<file path="src/rtl/eim_pkg.sv">
package eim_pkg;
  localparam logic [7:0] SYM_COM = 8'hBC;
  localparam logic [7:0] SYM_IDL = 8'h7C;
  localparam logic [7:0] SYM_FTS = 8'h3C;

  typedef enum logic [1:0] {
    ST_ACTIVE = 2'd0,
    ST_ARMED  = 2'd1,
    ST_EIDLE  = 2'd2,
    ST_EXIT   = 2'd3
  } monState_t;

  typedef enum logic [1:0] {
    KIND_NONE = 2'd0,
    KIND_IDL  = 2'd1,
    KIND_FTS  = 2'd2
  } setKind_t;

  typedef struct packed {
    logic eiStart;
    logic eiRun;
    logic eiEnd;
    logic ftsInc;
  } eimStrobes_t;
endpackage

</file>
<file path="src/rtl/eimCtrl.sv">
module eimCtrl
  import eim_pkg::*;
(
  input  logic        clk,
  input  logic        rstN,
  input  logic [7:0]  symData,
  input  logic        symIsK,
  input  logic        symValid,
  input  logic        eiDetect,
  input  logic        trigEn,
  output eimStrobes_t strobes,
  output logic        trigPulse,
  output logic        protoErr,
  output logic        ftsDone
);
  monState_t state, stateNext;
  setKind_t  osKind, osKindNext;
  logic [1:0] osPos, osPosNext;
  logic seenFts, seenFtsNext;
  logic isCom, isIdl, isFts;
  logic idleSetDone, ftsSetDone, kindMatch;
  logic trigNext, errNext, ftsDoneNext;

  assign isCom = symValid && symIsK && (symData == SYM_COM);
  assign isIdl = symValid && symIsK && (symData == SYM_IDL);
  assign isFts = symValid && symIsK && (symData == SYM_FTS);
  assign kindMatch = (osKind == KIND_IDL && isIdl) || (osKind == KIND_FTS && isFts);
  assign idleSetDone = (osPos == 2'd3) && (osKind == KIND_IDL) && isIdl;
  assign ftsSetDone  = (osPos == 2'd3) && (osKind == KIND_FTS) && isFts;

  // Ordered set matcher: position counts symbols matched after the comma.
  always_comb begin
    osPosNext  = osPos;
    osKindNext = osKind;
    if (state == ST_EIDLE || eiDetect) begin
      osPosNext  = 2'd0;
      osKindNext = KIND_NONE;
    end else if (symValid) begin
      if (isCom) begin
        osPosNext  = 2'd1;
        osKindNext = KIND_NONE;
      end else if (osPos == 2'd1 && (isIdl || isFts)) begin
        osPosNext  = 2'd2;
        osKindNext = isIdl ? KIND_IDL : KIND_FTS;
      end else if (osPos == 2'd2 && kindMatch) begin
        osPosNext = 2'd3;
      end else begin
        osPosNext  = 2'd0;
        osKindNext = KIND_NONE;
      end
    end
  end

  always_comb begin
    stateNext   = state;
    seenFtsNext = seenFts;
    strobes     = '0;
    trigNext    = 1'b0;
    errNext     = 1'b0;
    ftsDoneNext = 1'b0;
    case (state)
      ST_EIDLE: begin
        if (eiDetect) begin
          strobes.eiRun = 1'b1;
        end else begin
          strobes.eiEnd = 1'b1;
          seenFtsNext   = 1'b0;
          stateNext     = ST_EXIT;
        end
      end
      default: begin
        if (eiDetect) begin
          strobes.eiStart = 1'b1;
          trigNext        = trigEn;
          errNext         = (state != ST_ARMED);
          stateNext       = ST_EIDLE;
        end else begin
          case (state)
            ST_ACTIVE: if (idleSetDone) stateNext = ST_ARMED;
            ST_ARMED:  if (symValid && !isCom && !isIdl) stateNext = ST_ACTIVE;
            ST_EXIT: begin
              if (ftsSetDone) begin
                strobes.ftsInc = 1'b1;
                seenFtsNext    = 1'b1;
              end else if (symValid && !isCom && !isFts && seenFts) begin
                ftsDoneNext = 1'b1;
                stateNext   = ST_ACTIVE;
              end
            end
            default: stateNext = state;
          endcase
        end
      end
    endcase
  end

  always_ff @(posedge clk) begin
    if (!rstN) begin
      state     <= ST_ACTIVE;
      osPos     <= 2'd0;
      osKind    <= KIND_NONE;
      seenFts   <= 1'b0;
      trigPulse <= 1'b0;
      protoErr  <= 1'b0;
      ftsDone   <= 1'b0;
    end else begin
      state     <= stateNext;
      osPos     <= osPosNext;
      osKind    <= osKindNext;
      seenFts   <= seenFtsNext;
      trigPulse <= trigNext;
      protoErr  <= errNext;
      ftsDone   <= ftsDoneNext;
    end
  end
endmodule

</file>
<file path="src/rtl/eimDatapath.sv">
module eimDatapath
  import eim_pkg::*;
#(
  parameter int DUR_W = 32,
  parameter int FTS_W = 16
) (
  input  logic             clk,
  input  logic             rstN,
  input  eimStrobes_t      strobes,
  input  logic [7:0]       symData,
  input  logic             symIsK,
  input  logic             symValid,
  input  logic             eiDetect,
  input  logic             dropIdle,
  input  logic             dropFts,
  output logic [DUR_W-1:0] eiDuration,
  output logic             durDone,
  output logic [FTS_W-1:0] ftsCount,
  output logic             captureEn
);
  localparam logic [DUR_W-1:0] DUR_MAX = {DUR_W{1'b1}};
  localparam logic [FTS_W-1:0] FTS_MAX = {FTS_W{1'b1}};

  logic [DUR_W-1:0] durCnt;
  logic idlSym, ftsSym, keepSym;

  assign idlSym  = symIsK && (symData == SYM_IDL);
  assign ftsSym  = symIsK && (symData == SYM_FTS);
  assign keepSym = symValid
                   && !(dropIdle && (idlSym || eiDetect))
                   && !(dropFts && ftsSym);

  always_ff @(posedge clk) begin
    if (!rstN) begin
      durCnt     <= '0;
      eiDuration <= '0;
      durDone    <= 1'b0;
      ftsCount   <= '0;
      captureEn  <= 1'b0;
    end else begin
      durDone   <= 1'b0;
      captureEn <= keepSym;
      if (strobes.eiStart) begin
        durCnt <= {{(DUR_W-1){1'b0}}, 1'b1};
      end else if (strobes.eiRun && durCnt != DUR_MAX) begin
        durCnt <= durCnt + 1'b1;
      end
      if (strobes.eiEnd) begin
        eiDuration <= durCnt;
        durDone    <= 1'b1;
        ftsCount   <= '0;
      end else if (strobes.ftsInc && ftsCount != FTS_MAX) begin
        ftsCount <= ftsCount + 1'b1;
      end
    end
  end
endmodule

</file>
<file path="src/rtl/elecIdleMonitor.sv">
module elecIdleMonitor
  import eim_pkg::*;
#(
  parameter int DUR_W = 32,
  parameter int FTS_W = 16
) (
  input  logic             clk,
  input  logic             rstN,
  input  logic [7:0]       symData,
  input  logic             symIsK,
  input  logic             symValid,
  input  logic             eiDetect,
  input  logic             trigEn,
  input  logic             dropIdle,
  input  logic             dropFts,
  output logic             trigPulse,
  output logic             protoErr,
  output logic [DUR_W-1:0] eiDuration,
  output logic             durDone,
  output logic [FTS_W-1:0] ftsCount,
  output logic             ftsDone,
  output logic             captureEn
);
  eimStrobes_t strobes;

  eimCtrl u_ctrl (
    .clk(clk), .rstN(rstN), .symData(symData), .symIsK(symIsK),
    .symValid(symValid), .eiDetect(eiDetect), .trigEn(trigEn),
    .strobes(strobes), .trigPulse(trigPulse), .protoErr(protoErr),
    .ftsDone(ftsDone)
  );

  eimDatapath #(.DUR_W(DUR_W), .FTS_W(FTS_W)) u_dp (
    .clk(clk), .rstN(rstN), .strobes(strobes), .symData(symData),
    .symIsK(symIsK), .symValid(symValid), .eiDetect(eiDetect),
    .dropIdle(dropIdle), .dropFts(dropFts), .eiDuration(eiDuration),
    .durDone(durDone), .ftsCount(ftsCount), .captureEn(captureEn)
  );
endmodule

</file>
<file path="config.mk">
export PLATFORM = sky130hd
export DESIGN_NAME = elecIdleMonitor
export DESIGN_NICKNAME = d
export VERILOG_FILES = /design/src/rtl/eim_pkg.sv /design/src/rtl/eimCtrl.sv /design/src/rtl/eimDatapath.sv /design/src/rtl/elecIdleMonitor.sv
export SDC_FILE = /design/constraint.sdc
export NUM_CORES = 1
export LEC_CHECK = 0
export CORE_MARGIN = 2
export CORE_UTILIZATION = 49
export CTS_BUF_LIST = sky130_fd_sc_hd__clkbuf_4
export CTS_CLUSTER_DIAMETER = 30
export DETAILED_ROUTE_END_ITERATION = 10
export GPL_TIMING_DRIVEN = 1
export PLACE_DENSITY = 0.86
export SLEW_MARGIN = 20
export SYNTH_ARGS = -nofsm -noshare
export SYNTH_HDL_FRONTEND = slang
export SYNTH_SLANG_ARGS = --single-unit
export TNS_END_PERCENT = 5
</file>
<file path="constraint.sdc">
create_clock -name clk -period 1.9 [get_ports clk]
set_input_delay 0.19 -clock clk [delete_from_list [all_inputs] [get_ports clk]]
set_output_delay 0.19 -clock clk [all_outputs]
set_load 0.02 [all_outputs]
</file>
* Yosys cells after proc, flatten, opt, wreduce, memory -nomap -nowiden
Index checks and enable logic that the tools add are counted.
** Word-level totals
- Bits in registers :: 92
** Operators by class
- Add/subtract/negate cells :: 2
- Equality and inequality tests :: 20
- Multiplexer cells :: 32
- Bitwise operators :: 3
- Reductions and logical operators :: 46
** Operators with widths (number)
- adder 32 x 1 -> 32 bit, second input constant :: 1
- inequality test 32 bit, second input constant :: 1
- two-way mux 2 bit :: 15
- logical AND 1 bit :: 24
- adder 16 x 1 -> 16 bit, second input constant :: 1
- two-way mux 1 bit :: 16
- inequality test 16 bit, second input constant :: 1
- inequality test 4 x 2 -> 1 bit, second input constant :: 3
- == test 2 bit, second input constant :: 5
- == test 8 x 6 -> 1 bit, second input constant :: 1
- == test 8 x 7 -> 1 bit, second input constant :: 1
- == test 8 bit, second input constant :: 1
- == test 2 x 1 -> 1 bit, second input constant :: 3
- one-hot mux 2 bit (3 select lines) :: 1
- AND reduction 6 bit :: 1
- nonzero test 2 bit :: 3
- OR reduction 2 bit :: 3
- zero test 1 bit :: 5
- nonzero test 5 bit :: 1
- OR reduction 5 bit :: 1
- logical OR 1 bit :: 4
- inequality test 4 bit, second input constant :: 1
- inequality test 3 x 1 -> 1 bit, second input constant :: 1
- NOT 1 bit :: 3
- other kinds (6) :: 6

* Depth between registers and ports, before layout
- Word-level depth :: 11
- Gate-level depth with buffers :: 8
- Mapped depth without buffers :: 6

* Hierarchy
From an unflattened synthesis, not the netlist that was laid out.
** Unflattened totals
- Cells, all modules :: 468
- Area total of the unflattened synthesis :: 4266.6 um^2
** Modules (own cells, without submodules)
- eimDatapath :: instances 1, cells an instance 402, area each 3709.8 um^2
- eimCtrl :: instances 1, cells an instance 66, area each 556.8 um^2

* Worst setup path after synthesis
Ideal clock, no wire load.
- Path type :: register to register
- Start :: register u_dp.durCnt[0]
- End :: register u_dp.durCnt[13]
- Data arrival time :: 1959 ps
- Setup slack :: -130 ps
- Cell stages (with the launch flop) :: 8
- Cell sequence :: dfxtp_1 ha_1 and2_1 and4_1 and4_1 buf_2 or4_1 a21oi_1
** Between the ends
- Longest elaborated chain between the ends :: 2
- Elaborated cells between the ends (all ways) :: 3
- Classes of those cells :: 1 x add/sub; 1 x eq/ne; 1 x reduce/logical
** RTL lines
- start: declaration :: line eimDatapath.sv:24 : logic [DUR_W-1:0] durCnt;
- start signal: assignment :: line eimDatapath.sv:44 : durCnt <= {{(DUR_W-1){1'b0}}, 1'b1};
- start signal: assignment :: line eimDatapath.sv:46 : durCnt <= durCnt + 1'b1;
- parallel branches: the longest is 2 deep, another holds adder 32 x 1 -> 32 bit
Several ways; the timed one is not identified.
A chain may end at the register's enable or synchronous reset.

* Worst setup path in the final report
- Start :: register u_dp.ftsCount[4]
- End :: register u_dp.ftsCount[8]
** Between the ends
- Longest elaborated chain between the ends :: 2
- Elaborated cells between the ends (all ways) :: 3
- Classes of those cells :: 1 x add/sub; 1 x eq/ne; 1 x reduce/logical
** RTL lines
- start: declaration :: line eimDatapath.sv:18 : output logic [FTS_W-1:0] ftsCount,
- start signal: assignment :: line eimDatapath.sv:53 : ftsCount <= ftsCount + 1'b1;
- parallel branches: the longest is 2 deep, another holds adder 16 x 1 -> 16 bit
Several ways; the timed one is not identified.

==> flow_summary.yaml <==
run_status:
  status: "finished, violations left"
  violations: "setup timing"
floorplanning:
  die_h_microns: 94.9
  initial_core_util: 0.500
  core_sq_mm: 0.00809
  pin_count: 69
  die-area_sq_mm: 0.00901
  placementRows: 33
  die_x_microns: 94.9
timing:
  fin_crit_ps: 1980
  setup_viol: 4
  final.setup_skew_ps: 7.88
  rsz0062_at_grt: "yes"
  fin_ws_ps: -83.2
  slew_violations: 0
  fin_crit_sh: 1.04
  tightest_slew_ps: 556
  holdWs_ps: 311
  fmax_mhz: 504
  hold_viol: 0
  maxSlewHeadroom: 0.626
  tns_ps: -110
synth:
  yosysUniqueCellTypes: 52
  syn_inst: 457
  async_reset_ff_frac: 0
  netlist_top_cells_count: "92 x dfxtp_1, 38 x a21oi_1, 34 x nand2_1, 32 x a22o_1"
  ys_ff_latch: 92
  synth_warnings: 0
  synth.net_count: 475
  synth_top_cell_by_area: "dfxtp_1"
  synth.top_cell.area_share: 0.455
  ys_top_cells_by_area: "dfxtp_1 45%, a22o_1 6.9%, a21oi_1 4.7%"
  synth_seq_area_share: 0.455
  synth_edf_count: 0
  yosysMostFrequentCell: "dfxtp_1"
  netlist_area_sq_mm: 0.00405
  avgSynthCellArea_sq_um: 8.86
  yosys_most_used_dff: "dfxtp_1"
global_routing:
  grt_overflow: 0
  grtUsageMet1: 0.312
  met3_usage: 0.0527
  grt_pass1_wl_mm: 18.9
  busiest_layer: "met2"
  grt_use_total: 0.266
  antenna_found_initial: 0
  use_met2: 0.483
  grt_pass1_vias: 4106
  grt_start_max_net_pins: 22
routing:
  vias: 4315
  wirelength_mm: 11.7
  dr.pass1.iters: 5
  antenna_left: 0
  wire_per_inst_microns: 16.6
  via_per_inst: 6.11
  drc: 0
  drt-initial-drc-count: 273
worst_setup_path:
  cp.arrival_ps: 2310
  reg2reg_depth: 6
  crit_type: "reg2reg"
  r2r_slack_ps: -80
  cp-start-kind: "flip-flop"
  worstReg2RegEnd: "u_dp.ftsCount[8]$_SDFFE_PP0P_"
  critPathCaptureType: "flip-flop"
  reg2reg_from: "u_dp.ftsCount[4]$_SDFFE_PP0P_"
  critPathMaxFanout: 7
  cp.required_ps: 2220
final_layout:
  layout.nets: 614
  nFillCells: 607
  num_antenna_cells: 0
  final_core_util: 0.716
  drive_above_1_share: 0.266
  syn_to_final_growth_pct: 43.1
clocking:
  clkTransAtPathRegs_ps: 150
  clkSinkCount: 92
  tritoncts: "yes"
  cts_hold_buf: 0
  cts_buffer_depth: 2
  htree_levels: 3
  cts_buffers: 9
  cts-root-buf: "clkbuf_4"
  clkLatencyLatePin_ps: 440
min_path:
  hold_depth: 2
  hp-start: "dropIdle"
  hold_path_class: "in2reg"
  whs_endpoint: "u_dp.captureEn$_SDFF_PN0_"
power_and_ir_drop:
  p_leak_nw: 2.09
  power_density_mw_per_mm2: 571
  ir_drop_mv: 0.376
placement:
  dpl.hpwl_mm: 8.53
  gp_congestion: 0.954
  io_buffers: 68
run:
  cap_violations: 0
==> stage by stage <==
step	setup slack, ps	power, mW	std cells	instance area (sq um)
floorplan	-40.1	2.10	457	4060
global placement	-313	2.24	689	5450
detailed placement	-470	2.24	689	5450
CTS	-122	3.32	705	5640
global route	-134	3.44	706	5790
finish	-83.2	3.31	706	5790
==> registers in the layout (all words and copies together) (netlist names) <==
register	flops
u_ctrl.ftsDone	1
u_ctrl.osKind	2
u_ctrl.osPos	2
u_ctrl.protoErr	1
u_ctrl.seenFts	1
u_ctrl.state	2
u_ctrl.trigPulse	1
u_dp.captureEn	1
u_dp.durCnt	32
u_dp.durDone	1
u_dp.eiDuration	32
u_dp.ftsCount	16
==> layout by cell type (no fill, tap or decap), types with 9 or more instances in the layout <==
cell             synthesis  final
nor2_1                  20     19
a21oi_1                 38     28
o31ai_1                 14     13
nand4_1                 21     21
o21ai_0                 24     24
nand2_1                 34     33
buf_4                    0     78
dfxtp_2                  0     15
clkdlybuf4s50_1          0     68
a22o_1                  32     32
clkbuf_4                 0      9
nand3_1                 24     21
a21oi_2                  0     10
dfxtp_1                 92     75
inv_1                   11     11
or3_1                   19     16
==> critical path, cell delays in order, from the launching register on <==
cell and delay (ps):
dfxtp_2 400, and3_4 220, nand3_4 90, or3_4 430, buf_4 170, o311ai_0 460
nand2_1 100
==> final cells by class <==
class | count | area, sq um | share of cell area
clock buffers | 9 | 67.6 | 0.0117
clock inverters | 7 | 73.8 | 0.0127
inverters | 11 | 41.3 | 0.00713
multi-input cells | 330 | 2250 | 0.389
flip-flops and latches | 92 | 1870 | 0.322
well taps | 105 | 131 | 0.0227
repair buffers | 152 | 1360 | 0.235
==> logic make-up after synthesis <==
logic type,share of synthesized area
compound gates,0.232
xor+xnor,0.00865
fa+ha+maj,0.00618
buf+inv,0.0343
flops,0.455
mux,0.00494
simple gates,0.259
==> power breakdown <==
group,switching (mW),internal (mW),total [mW],leakage (nW)
Combinational,0.148,0.111,0.259,1.26
Clock,0.690,0.411,1.10,0.0771
Sequential,0.0110,1.94,1.95,0.751
Total,0.849,2.46,3.31,2.09
==> how the worst max path moves through the flow <==
stage | from | endpoint | slack [ps] | depth (start not counted)
after global routing | u_dp.ftsCount[2]$_SDFFE_PP0P_ | u_dp.ftsCount[8]$_SDFFE_PP0P_ | -130 | 6
after CTS | u_dp.durCnt[1]$_SDFFE_PP0P_ | u_dp.durCnt[31]$_SDFFE_PP0P_ | -120 | 7
after floorplan | u_dp.durCnt[0]$_SDFFE_PN0P_ | u_dp.durCnt[13]$_SDFFE_PP0P_ | -40 | 7
final | u_dp.ftsCount[4]$_SDFFE_PP0P_ | u_dp.ftsCount[8]$_SDFFE_PP0P_ | -80 | 6
after detailed placement | symIsK | u_dp.ftsCount[12]$_SDFFE_PP0P_ | -470 | 7
after global placement | symIsK | u_dp.ftsCount[11]$_SDFFE_PP0P_ | -310 | 6
==> routing by layer <==
layer	wire [microns]	share of wire
met1	4830	0.41
met2	6000	0.51
met3	705	0.060
met4	220	0.019
met5	0	0
==> repair_timing <==
item,in CTS,in global routing
pin swaps,12,19
endpoints found under the setup margin,27,38
gates resized for setup,12,43
gates cloned,0,0
setup buffers,0,1
No activity file was read; power rests on OpenSTA's default activity.
